File: src/rtl/mfc_pkg.sv
package mfc_pkg;
  typedef enum logic [1:0] {
    CC_EQ   = 2'd0,
    CC_LOW  = 2'd1,
    CC_HIGH = 2'd2
  } cc_t;

  // ordering of two unsigned quantities given as less/greater flags
  function automatic cc_t cc_of(input logic lt, input logic gt);
    if (lt)      return CC_LOW;
    else if (gt) return CC_HIGH;
    else         return CC_EQ;
  endfunction
endpackage

File: src/rtl/mfc_pack.sv
module mfc_pack #(
  parameter int LANES = 4,
  parameter int BW    = 8,
  localparam int RW   = LANES * BW,
  localparam int CW   = $clog2(LANES + 1)
) (
  input  logic [RW-1:0]    reg_i,
  input  logic [LANES-1:0] mask_i,
  output logic [RW-1:0]    packed_o,
  output logic [CW-1:0]    count_o
);
  always_comb begin
    int k;
    packed_o = '0;
    k = 0;
    for (int i = LANES - 1; i >= 0; i--) begin
      if (mask_i[i]) begin
        packed_o[RW-1-k*BW -: BW] = reg_i[i*BW +: BW];
        k++;
      end
    end
    count_o = CW'(k);
  end
endmodule

File: src/rtl/mfc_byte_cmp.sv
module mfc_byte_cmp
  import mfc_pkg::*;
#(
  parameter int BW = 8
) (
  input  logic [BW-1:0] lhs_i,
  input  logic [BW-1:0] rhs_i,
  output cc_t           cc_o,
  output logic          neq_o
);
  assign cc_o  = cc_of(lhs_i < rhs_i, lhs_i > rhs_i);
  assign neq_o = (cc_o != CC_EQ);
endmodule

File: src/rtl/mfc_ctrl.sv
module mfc_ctrl
  import mfc_pkg::*;
#(
  parameter int LANES = 4,
  parameter int BW    = 8,
  parameter int AW    = 24,
  localparam int RW   = LANES * BW,
  localparam int CW   = $clog2(LANES + 1)
) (
  input  logic          clk,
  input  logic          rst_n,
  input  logic          start_i,
  input  logic [RW-1:0] packed_i,
  input  logic [CW-1:0] count_i,
  input  logic [AW-1:0] addr_i,
  output logic          mem_req_o,
  output logic [AW-1:0] mem_addr_o,
  input  logic          mem_valid_i,
  input  logic          mem_fault_i,
  output logic [BW-1:0] lhs_o,
  input  cc_t           cmp_cc_i,
  input  logic          cmp_neq_i,
  output logic          done_o,
  output cc_t           cc_o,
  output logic          fault_o,
  output logic          beat_o,
  output logic [CW-1:0] idx_o,
  output logic [CW-1:0] limit_o,
  output logic          zero_o
);
  logic          busy_q, zero_q, done_q, fault_q;
  logic [CW-1:0] idx_q, limit_q;
  logic [RW-1:0] opnd_q;
  logic [AW-1:0] base_q;
  cc_t           cc_q;
  logic          beat, last;

  assign beat = busy_q & mem_valid_i;
  assign last = ((idx_q + CW'(1)) == limit_q);

  always_ff @(posedge clk) begin
    if (!rst_n) begin
      busy_q  <= 1'b0;
      zero_q  <= 1'b0;
      done_q  <= 1'b0;
      fault_q <= 1'b0;
      idx_q   <= '0;
      limit_q <= '0;
      opnd_q  <= '0;
      base_q  <= '0;
      cc_q    <= CC_EQ;
    end else begin
      done_q  <= 1'b0;
      fault_q <= 1'b0;
      if (!busy_q && start_i) begin
        busy_q  <= 1'b1;
        idx_q   <= '0;
        opnd_q  <= packed_i;
        base_q  <= addr_i;
        zero_q  <= (count_i == '0);
        limit_q <= (count_i == '0) ? CW'(1) : count_i;
      end else if (beat) begin
        if (mem_fault_i) begin
          busy_q  <= 1'b0;
          done_q  <= 1'b1;
          fault_q <= 1'b1;
        end else if (zero_q || last) begin
          busy_q <= 1'b0;
          done_q <= 1'b1;
          cc_q   <= zero_q ? CC_EQ : cmp_cc_i;
        end else if (cmp_neq_i) begin
          busy_q <= 1'b0;
          done_q <= 1'b1;
          cc_q   <= cmp_cc_i;
        end else begin
          idx_q  <= idx_q + CW'(1);
          opnd_q <= opnd_q << BW;
        end
      end
    end
  end

  assign mem_req_o  = busy_q;
  assign mem_addr_o = base_q + AW'(idx_q);
  assign lhs_o      = opnd_q[RW-1 -: BW];
  assign done_o     = done_q;
  assign cc_o       = cc_q;
  assign fault_o    = fault_q;
  assign beat_o     = beat;
  assign idx_o      = idx_q;
  assign limit_o    = limit_q;
  assign zero_o     = zero_q;
endmodule

File: src/rtl/mask_field_cmp.sv
module mask_field_cmp
  import mfc_pkg::*;
#(
  parameter int LANES = 4,
  parameter int BW    = 8,
  parameter int AW    = 24,
  localparam int RW   = LANES * BW,
  localparam int CW   = $clog2(LANES + 1)
) (
  input  logic             clk,
  input  logic             rst_n,
  input  logic             start_i,
  input  logic [RW-1:0]    reg_i,
  input  logic [LANES-1:0] mask_i,
  input  logic [AW-1:0]    addr_i,
  output logic             mem_req_o,
  output logic [AW-1:0]    mem_addr_o,
  input  logic             mem_valid_i,
  input  logic [BW-1:0]    mem_data_i,
  input  logic             mem_fault_i,
  output logic             done_o,
  output logic [1:0]       cc_o,
  output logic             fault_o
);
  logic [RW-1:0] packed_w;
  logic [CW-1:0] count_w;
  logic [BW-1:0] lhs_w;
  cc_t           cmp_cc_w, cc_w;
  logic          cmp_neq_w;
  // named internal events for the checker
  logic          w_beat, w_zero;
  logic [CW-1:0] w_idx, w_limit;

  mfc_pack #(.LANES(LANES), .BW(BW)) u_pack (
    .reg_i(reg_i), .mask_i(mask_i), .packed_o(packed_w), .count_o(count_w)
  );

  mfc_byte_cmp #(.BW(BW)) u_cmp (
    .lhs_i(lhs_w), .rhs_i(mem_data_i), .cc_o(cmp_cc_w), .neq_o(cmp_neq_w)
  );

  mfc_ctrl #(.LANES(LANES), .BW(BW), .AW(AW)) u_ctrl (
    .clk(clk), .rst_n(rst_n), .start_i(start_i),
    .packed_i(packed_w), .count_i(count_w), .addr_i(addr_i),
    .mem_req_o(mem_req_o), .mem_addr_o(mem_addr_o),
    .mem_valid_i(mem_valid_i), .mem_fault_i(mem_fault_i),
    .lhs_o(lhs_w), .cmp_cc_i(cmp_cc_w), .cmp_neq_i(cmp_neq_w),
    .done_o(done_o), .cc_o(cc_w), .fault_o(fault_o),
    .beat_o(w_beat), .idx_o(w_idx), .limit_o(w_limit), .zero_o(w_zero)
  );

  assign cc_o = cc_w;
endmodule

File: config.mk
export PLATFORM = sky130hd
export DESIGN_NAME = mask_field_cmp
export DESIGN_NICKNAME = d
export VERILOG_FILES = /design/src/rtl/mfc_pkg.sv /design/src/rtl/mfc_pack.sv /design/src/rtl/mfc_byte_cmp.sv /design/src/rtl/mfc_ctrl.sv /design/src/rtl/mask_field_cmp.sv
export SDC_FILE = /design/constraint.sdc
export NUM_CORES = 1
export LEC_CHECK = 0
export ABC_CLOCK_PERIOD_IN_PS = 3450
export BUFFER_PORTS_ARGS = -buffer_cell sky130_fd_sc_hd__buf_2
export CAP_MARGIN = 20
export CELL_PAD_IN_SITES_DETAIL_PLACEMENT = 0
export CELL_PAD_IN_SITES_GLOBAL_PLACEMENT = 1
export CORE_UTILIZATION = 30
export CTS_BUF_LIST = sky130_fd_sc_hd__clkbuf_4
export CTS_CLUSTER_DIAMETER = 150
export DETAILED_ROUTE_END_ITERATION = 10
export PLACE_DENSITY = 0.74
export SLEW_MARGIN = 20
export SYNTH_ARGS = -nofsm -noshare
export SYNTH_HDL_FRONTEND = slang
export SYNTH_SLANG_ARGS = --single-unit
export TNS_END_PERCENT = 30
File: constraint.sdc
create_clock -name clk -period 3.45 [get_ports clk]
set_clock_uncertainty 0.1 [all_clocks]
set_input_delay 0.69 -clock clk [delete_from_list [all_inputs] [get_ports clk]]
set_output_delay 0.69 -clock clk [all_outputs]
set_load 0.01 [all_outputs]
==> results_dict.tcl, run 1 <==
set metrics [dict create \
    overflow 0 \
    p_int_mw 1.360 \
    path_clk_slew_ns 0.12 \
    cts_tree "done" \
    syn_nets 596 \
    routabilityCongestion 0.8200 \
    power_mw 1.898 \
    insertedDiodeCount 0 \
    whs_path_depth 2 \
    power_frac_comb 0.189 \
    worstHoldPathType "reg -> reg" \
    worst_setup_path_start_kind "register" \
    hp-start "u_ctrl.opnd_q[22]" \
    finalSetupViolCount 0 \
    die_y_um 118.8 \
    die_w_um 118.8 \
    synth_edf_count 0 \
    async_reset_ff_frac 0 \
    p_sw_uw 537.0 \
    drc 0 \
    synth_area_sq_mm 0.004095 \
    power.leakage_nw 2.161 \
    grt_usage 0.1644 \
    clock-root-buffer "clkbuf_4" \
    ff2ff_path_depth 8 \
    peakVddDrop_mv 0.1609 \
    postSynthCellCount 506 \
    cts_hold_buffers 0 \
    via_per_inst 5.085 \
    synth_top_area_share 0.3324 \
    worst_pin_slew_ns 0.6623 \
    route.met3.wl_um 543 \
    nNetsFinal 686 \
    synth_top_cells_by_count "103 x nand2_1, 68 x dfxtp_1, 25 x a21boi_0" \
    status "finished, final reports clean" \
    finalHoldViolCount 0 \
    crit_fanout 6 \
    fin_ws_ns 0.1957 \
    crit_required_ns 2.66 \
    crit_start "u_ctrl.idx_o[0]" \
    clock_latency_ns 0.41 \
    end_kind "primary output" \
    io_pins 102 \
    seq_power_share 0.456 \
    drt_pre_antenna_iters 4 \
    portBuffers 101 \
    maxCapViolCount 0 \
    wl_met1_mm 5.702 \
    fmax_mhz 307.3 \
    pwr_density_cell_mw_per_mm2 381.6 \
    wl_per_cell_um 14.68 \
    synthFlopType "dfxtp_1" \
    cp.arrival_ns 2.46 \
    final_layout_size_suffix_gt1_frac 0.2446 \
    r2r-start "u_ctrl.opnd_q[25]" \
    ys_types 50 \
    drt_iter0_markers 246 \
    final_util 0.3740 \
    switching_share 0.2830 \
    numCtsBuffers 9 \
    synth_most_common_cell "nand2_1" \
    yosysTopAreaCell "dfxtp_1" \
    rsz0062_at_grt "false" \
    ant_nets 0 \
    grt_pass1_vias 3770 \
    synthTopCellsByArea "dfxtp_1 33%, nand2_1 9.4%, ha_1 4.9%" \
    row_count 42 \
    die-area_sq_mm 0.01412 \
    dr_wl_met2_mm 5.061 \
    grt_max_degree 41 \
    yosysSeqAreaShare 0.3324 \
    ys_seq_elements 68 \
    dr.max_layer_used "met4" \
    path_class "reg -> out" \
    tns_ns 0 \
    ys_warn_count 0 \
    maxSlewViolCount 0 \
    grt_first_pass_wirelength_mm 18.80 \
    power_frac_clock 0.355 \
    period_needed_ns 3.254 \
    clock_path_buffers 2 \
    clock-sinks 68 \
    core_area_sq_mm 0.01330 \
    dr_total_vias 3951 \
    slew_headroom 0.5585 \
    initial_core_util 0.3080 \
    syn_avg_cell_area_sq_um 8.093 \
    htree_num_levels 3 \
    antenna_found_initial 0 \
    routed_wl_mm 11.41 \
    dp_slack_ns 0.3230 \
    finalCritPeriodShare 0.9433 \
    area_growth_pct 21.42 \
    post-dp-hpwl_mm 8.700 \
]
[cells by family after synthesis]
logic type | Yosys count | share of synthesized area
flops | 68 | 0.3324
fa+ha+maj | 17 | 0.05377
xor+xnor | 29 | 0.06569
mux | 9 | 0.02383
simple gates | 191 | 0.2206
buf+inv | 48 | 0.04736
compound gates | 144 | 0.2563
[layout by cell type (no fill, tap or decap), types with 4 or more instances in the layout]
cell / n
nand3_1: 16
buf_4: 11
buf_2: 101
o211ai_1: 12
nor3_1: 6
o21ai_0: 23
nor2_1: 18
mux2_2: 6
a22oi_1: 21
xnor2_1: 21
nand2_1: 103
clkbuf_4: 10
ha_1: 16
a21oi_1: 14
dfxtp_1: 67
a221oi_1: 8
a21boi_0: 25
o2bb2ai_1: 8
xor2_1: 7
a22o_1: 8
a31oi_1: 7
nand4_1: 12
inv_1: 15
o211a_1: 10
and3_1: 7
nor3b_1: 4
[power groups by stage]
stage               sequential [mW]  clock (mW)  combinational [mW]
detailed placement            0.883           0               0.359
global placement              0.882           0               0.350
CTS                           0.865       0.689               0.361
finish                        0.865       0.674               0.359
floorplan                     0.873           0               0.225
global route                  0.872       0.731               0.402
[routing by layer]
metal / GRT usage / vias to the layer above
li1: - / 2001
met1: 0.2308 / 1839
met2: 0.2610 / 104
met3: 0.02682 / 7
met4: 0.04035 / 0
met5: 0 / -
[final timing paths]
path                            slack (ns)                 to
worst max-delay path                  0.20     mem_addr_o[22]
worst min-delay path                  0.36  u_ctrl.opnd_q[22]
worst max register to register        1.01  u_ctrl.opnd_q[28]
worst min register to register        0.36  u_ctrl.opnd_q[22]
[stage by stage]
stage                     cell area, sq um  std cells  hold WS (ns)
after floorplan                       4095        506        0.3251
after global placement                4773        761        0.3367
after detailed placement              4773        761        0.3411
after CTS                             4964        777        0.3582
after global routing                  4972        777        0.3735
final                                 4972        777        0.3572
[state kept, by name, indices dropped and copies added (netlist names)]
| signal | count |
|---|---|
| u_ctrl.idx_o | 3 |
| u_ctrl.limit_o | 3 |
| u_ctrl.fault_o | 1 |
| u_ctrl.base_q | 24 |
| u_ctrl.zero_o | 1 |
| u_ctrl.mem_req_o | 1 |
| u_ctrl.done_o | 1 |
| u_ctrl.cc_o | 2 |
| u_ctrl.opnd_q | 32 |
[final cells by class]
class | count | area [sq um]
fill | 1407 | 8323
multi-input combinational | 390 | 2557
sequential | 68 | 1363
timing repair buffer | 112 | 588.1
tap | 176 | 220.2
clock inverter | 6 | 112.6
clock buffer | 10 | 75.07
inverter | 15 | 56.30
[repair_timing]
item                                    in CTS  in global routing
gates cloned                                 0                  0
pin swaps                                    0                  0
gates resized for setup                      1                  3
endpoints found under the setup margin       5                  7
setup buffers                                0                  0
endpoints found under the hold margin        0                  0
[critical path, cell delays in order (launching register included)]
cell and delay, ns:
dfxtp_2 0.39, ha_1 0.18, inv_1 0.06, fa_1 0.40, nor2b_1 0.16, o211a_1 0.21
nor2b_4 0.24, nand4_1 0.14, xnor2_1 0.15, buf_2 0.14
(Power assumes the default switching activity.)
==> run 2: changes to the inputs <==
--- a/config.mk
+++ b/config.mk
@@ -5,9 +5,7 @@
 export SDC_FILE = /design/constraint.sdc
 export NUM_CORES = 1
 export LEC_CHECK = 0
-export ABC_CLOCK_PERIOD_IN_PS = 3450
 export BUFFER_PORTS_ARGS = -buffer_cell sky130_fd_sc_hd__buf_2
-export CAP_MARGIN = 20
 export CELL_PAD_IN_SITES_DETAIL_PLACEMENT = 0
 export CELL_PAD_IN_SITES_GLOBAL_PLACEMENT = 1
 export CORE_UTILIZATION = 30
==> constraint.sdc (replaced) <==
create_clock -name clk -period 3.7 [get_ports clk]
set_clock_uncertainty 0.1 [all_clocks]
set_input_delay 0.74 -clock clk [delete_from_list [all_inputs] [get_ports clk]]
set_output_delay 0.74 -clock clk [all_outputs]
set_load 0.01 [all_outputs]
==> results_dict.tcl, run 2 (same netlist as run 1, synthesis figures left out) <==
set metrics [dict create \
    status "finished, final reports clean" \
    crit_required_ns 2.86 \
    cp.arrival_ns 2.61 \
    finalCritPeriodShare 0.9323 \
    rsz0062_at_grt "false" \
    hp-start "u_ctrl.opnd_q[22]" \
    final_layout_size_suffix_gt1_frac 0.2328 \
    path_clk_slew_ns 0.10 \
    dr_total_vias 4015 \
    finalSetupViolCount 0 \
    fin_ws_ns 0.2504 \
    initial_core_util 0.3080 \
    io_pins 102 \
    drt_pre_antenna_iters 5 \
    peakVddDrop_mv 0.1144 \
    pwr_density_cell_mw_per_mm2 317.9 \
    routabilityCongestion 0.8067 \
    numCtsBuffers 9 \
    slew_headroom 0.3840 \
    cts_tree "done" \
    hold_ws_ns 0.3597 \
    ant_nets 0 \
    core_area_sq_mm 0.01330 \
    worst_setup_path_start_kind "register" \
    path_cells "ha_1, inv_1, fa_1, nor2b_1, o211a_1, nor2b_4, nand4_1, xnor2_1, buf_2" \
    grt_pass1_vias 3766 \
    antenna_found_initial 1 \
    reg_top3 "u_ctrl.opnd_q x32, u_ctrl.base_q x24" \
    finalHoldViolCount 0 \
    clock-root-buffer "clkbuf_4" \
    overflow 0 \
    cts_setup_buffers 0 \
    portBuffers 101 \
    cp-endpoint "mem_addr_o[22]" \
    fmax_mhz 289.9 \
    timing.rr.end "u_ctrl.opnd_q[28]" \
    r2r-start "u_ctrl.opnd_q[25]" \
    wl_per_cell_um 15.02 \
    worstSetupPathDepth 9 \
    path_delay_family "adder cells" \
    area_growth_pct 18.70 \
    path_buf_inv 2 \
    path_class "reg -> out" \
    ff2ff_path_depth 8 \
    cpMaxStageDelayCell "dfxtp_1" \
    maxSlewViolCount 0 \
    crit_fanout 6 \
    die_w_um 118.8 \
    grt_usage 0.1698 \
    tns_ns 0 \
    clock_path_buffers 2 \
    drt_iter0_markers 293 \
    grt_max_degree 42 \
    drc 0 \
    post-dp-hpwl_mm 8.801 \
    via_per_inst 5.187 \
    clock_latency_ns 0.42 \
    routed_wl_mm 11.62 \
    r2r_setup_slack_ns 1.02 \
    layout_common_cells "103 x nand2_1, 101 x buf_2, 68 x dfxtp_1, 25 x a21boi_0, 23 x o21ai_0" \
    largest_register_ffs 32 \
    grt_first_pass_wirelength_mm 19.18 \
    die_y_um 118.8 \
    die-area_sq_mm 0.01412 \
    power.leakage_nw 2.106 \
    dp_slack_ns 0.4243 \
    worst_pin_slew_ns 0.9213 \
    cts_hold_buffers 0 \
    regMostFlops "u_ctrl.opnd_q" \
    end_kind "primary output" \
    nNetsFinal 683 \
    row_count 42 \
    crit_start "u_ctrl.idx_o[0]" \
    htree_num_levels 3 \
    worstHoldPathType "reg -> reg" \
    period_needed_ns 3.450 \
    slowest_delay_ns 0.44 \
    maxCapViolCount 0 \
    final_common_cell "nand2_1" \
    clock-sinks 68 \
]
## run 2: cell count changes in the layout (fill, tap and decap cells not counted), sizes merged
cell / delta
bufinv: -3
diode: +1
clkbuf: +1
clkinv: +1
buf: -3
## run 2: worst min path at each step
stage | end | cells past startpoint
after floorplan | u_ctrl.opnd_q[22] | 2
after global placement | u_ctrl.opnd_q[22] | 2
after detailed placement | u_ctrl.opnd_q[2] | 1
after CTS | u_ctrl.opnd_q[22] | 2
after global routing | u_ctrl.opnd_q[17] | 2
final | u_ctrl.opnd_q[22] | 2
## run 2: metal layers
layer	GRT usage	part of all wire
met3	0.02107	0.056
met5	0	0
met4	0.06804	0.017
met2	0.2632	0.44
met1	0.2381	0.48
## run 2: power breakdown
group	internal (mW)	total (mW)	leakage [nW]	switching, mW
registers	0.773	0.806	0.557	0.0335
clock network	0.144	0.405	0.0616	0.262
logic	0.143	0.334	1.49	0.191
## run 2: final cells by class
cell class | instances | area, sq um
diodes | 1 | 2.502
clock buffers | 11 | 82.58
clock inverters | 4 | 17.52
fillers | 1437 | 8434
inverters | 15 | 56.30
multi-input cells | 390 | 2555
flip-flops and latches | 68 | 1361
well taps | 176 | 220.2
repair buffers | 109 | 565.5
## run 2: tightest hold or removal path, stage by stage (launching register included)
cell     delay, ns
dfxtp_1       0.32
nand2_1       0.05
a21oi_1       0.05
## run 2: what timing repair did
| item | CTS | global route |
|---|---|---|
| pin swaps | 0 | 0 |
| resized for setup | 1 | 1 |
| cloned | 0 | 0 |
| setup endpoints to repair | 1 | 5 |
## run 2: per-stage QoR
step | total power [mW] | std cells | cell area, sq um | util
global route | 1.640 | 774 | 4861 | 0.3656
floorplan | 1.024 | 506 | 4095 | -
CTS | 1.566 | 773 | 4853 | 0.3650
detailed placement | 1.157 | 758 | 4751 | 0.3573
finish | 1.545 | 774 | 4861 | 0.3656
global placement | 1.148 | 758 | 4751 | 0.3573
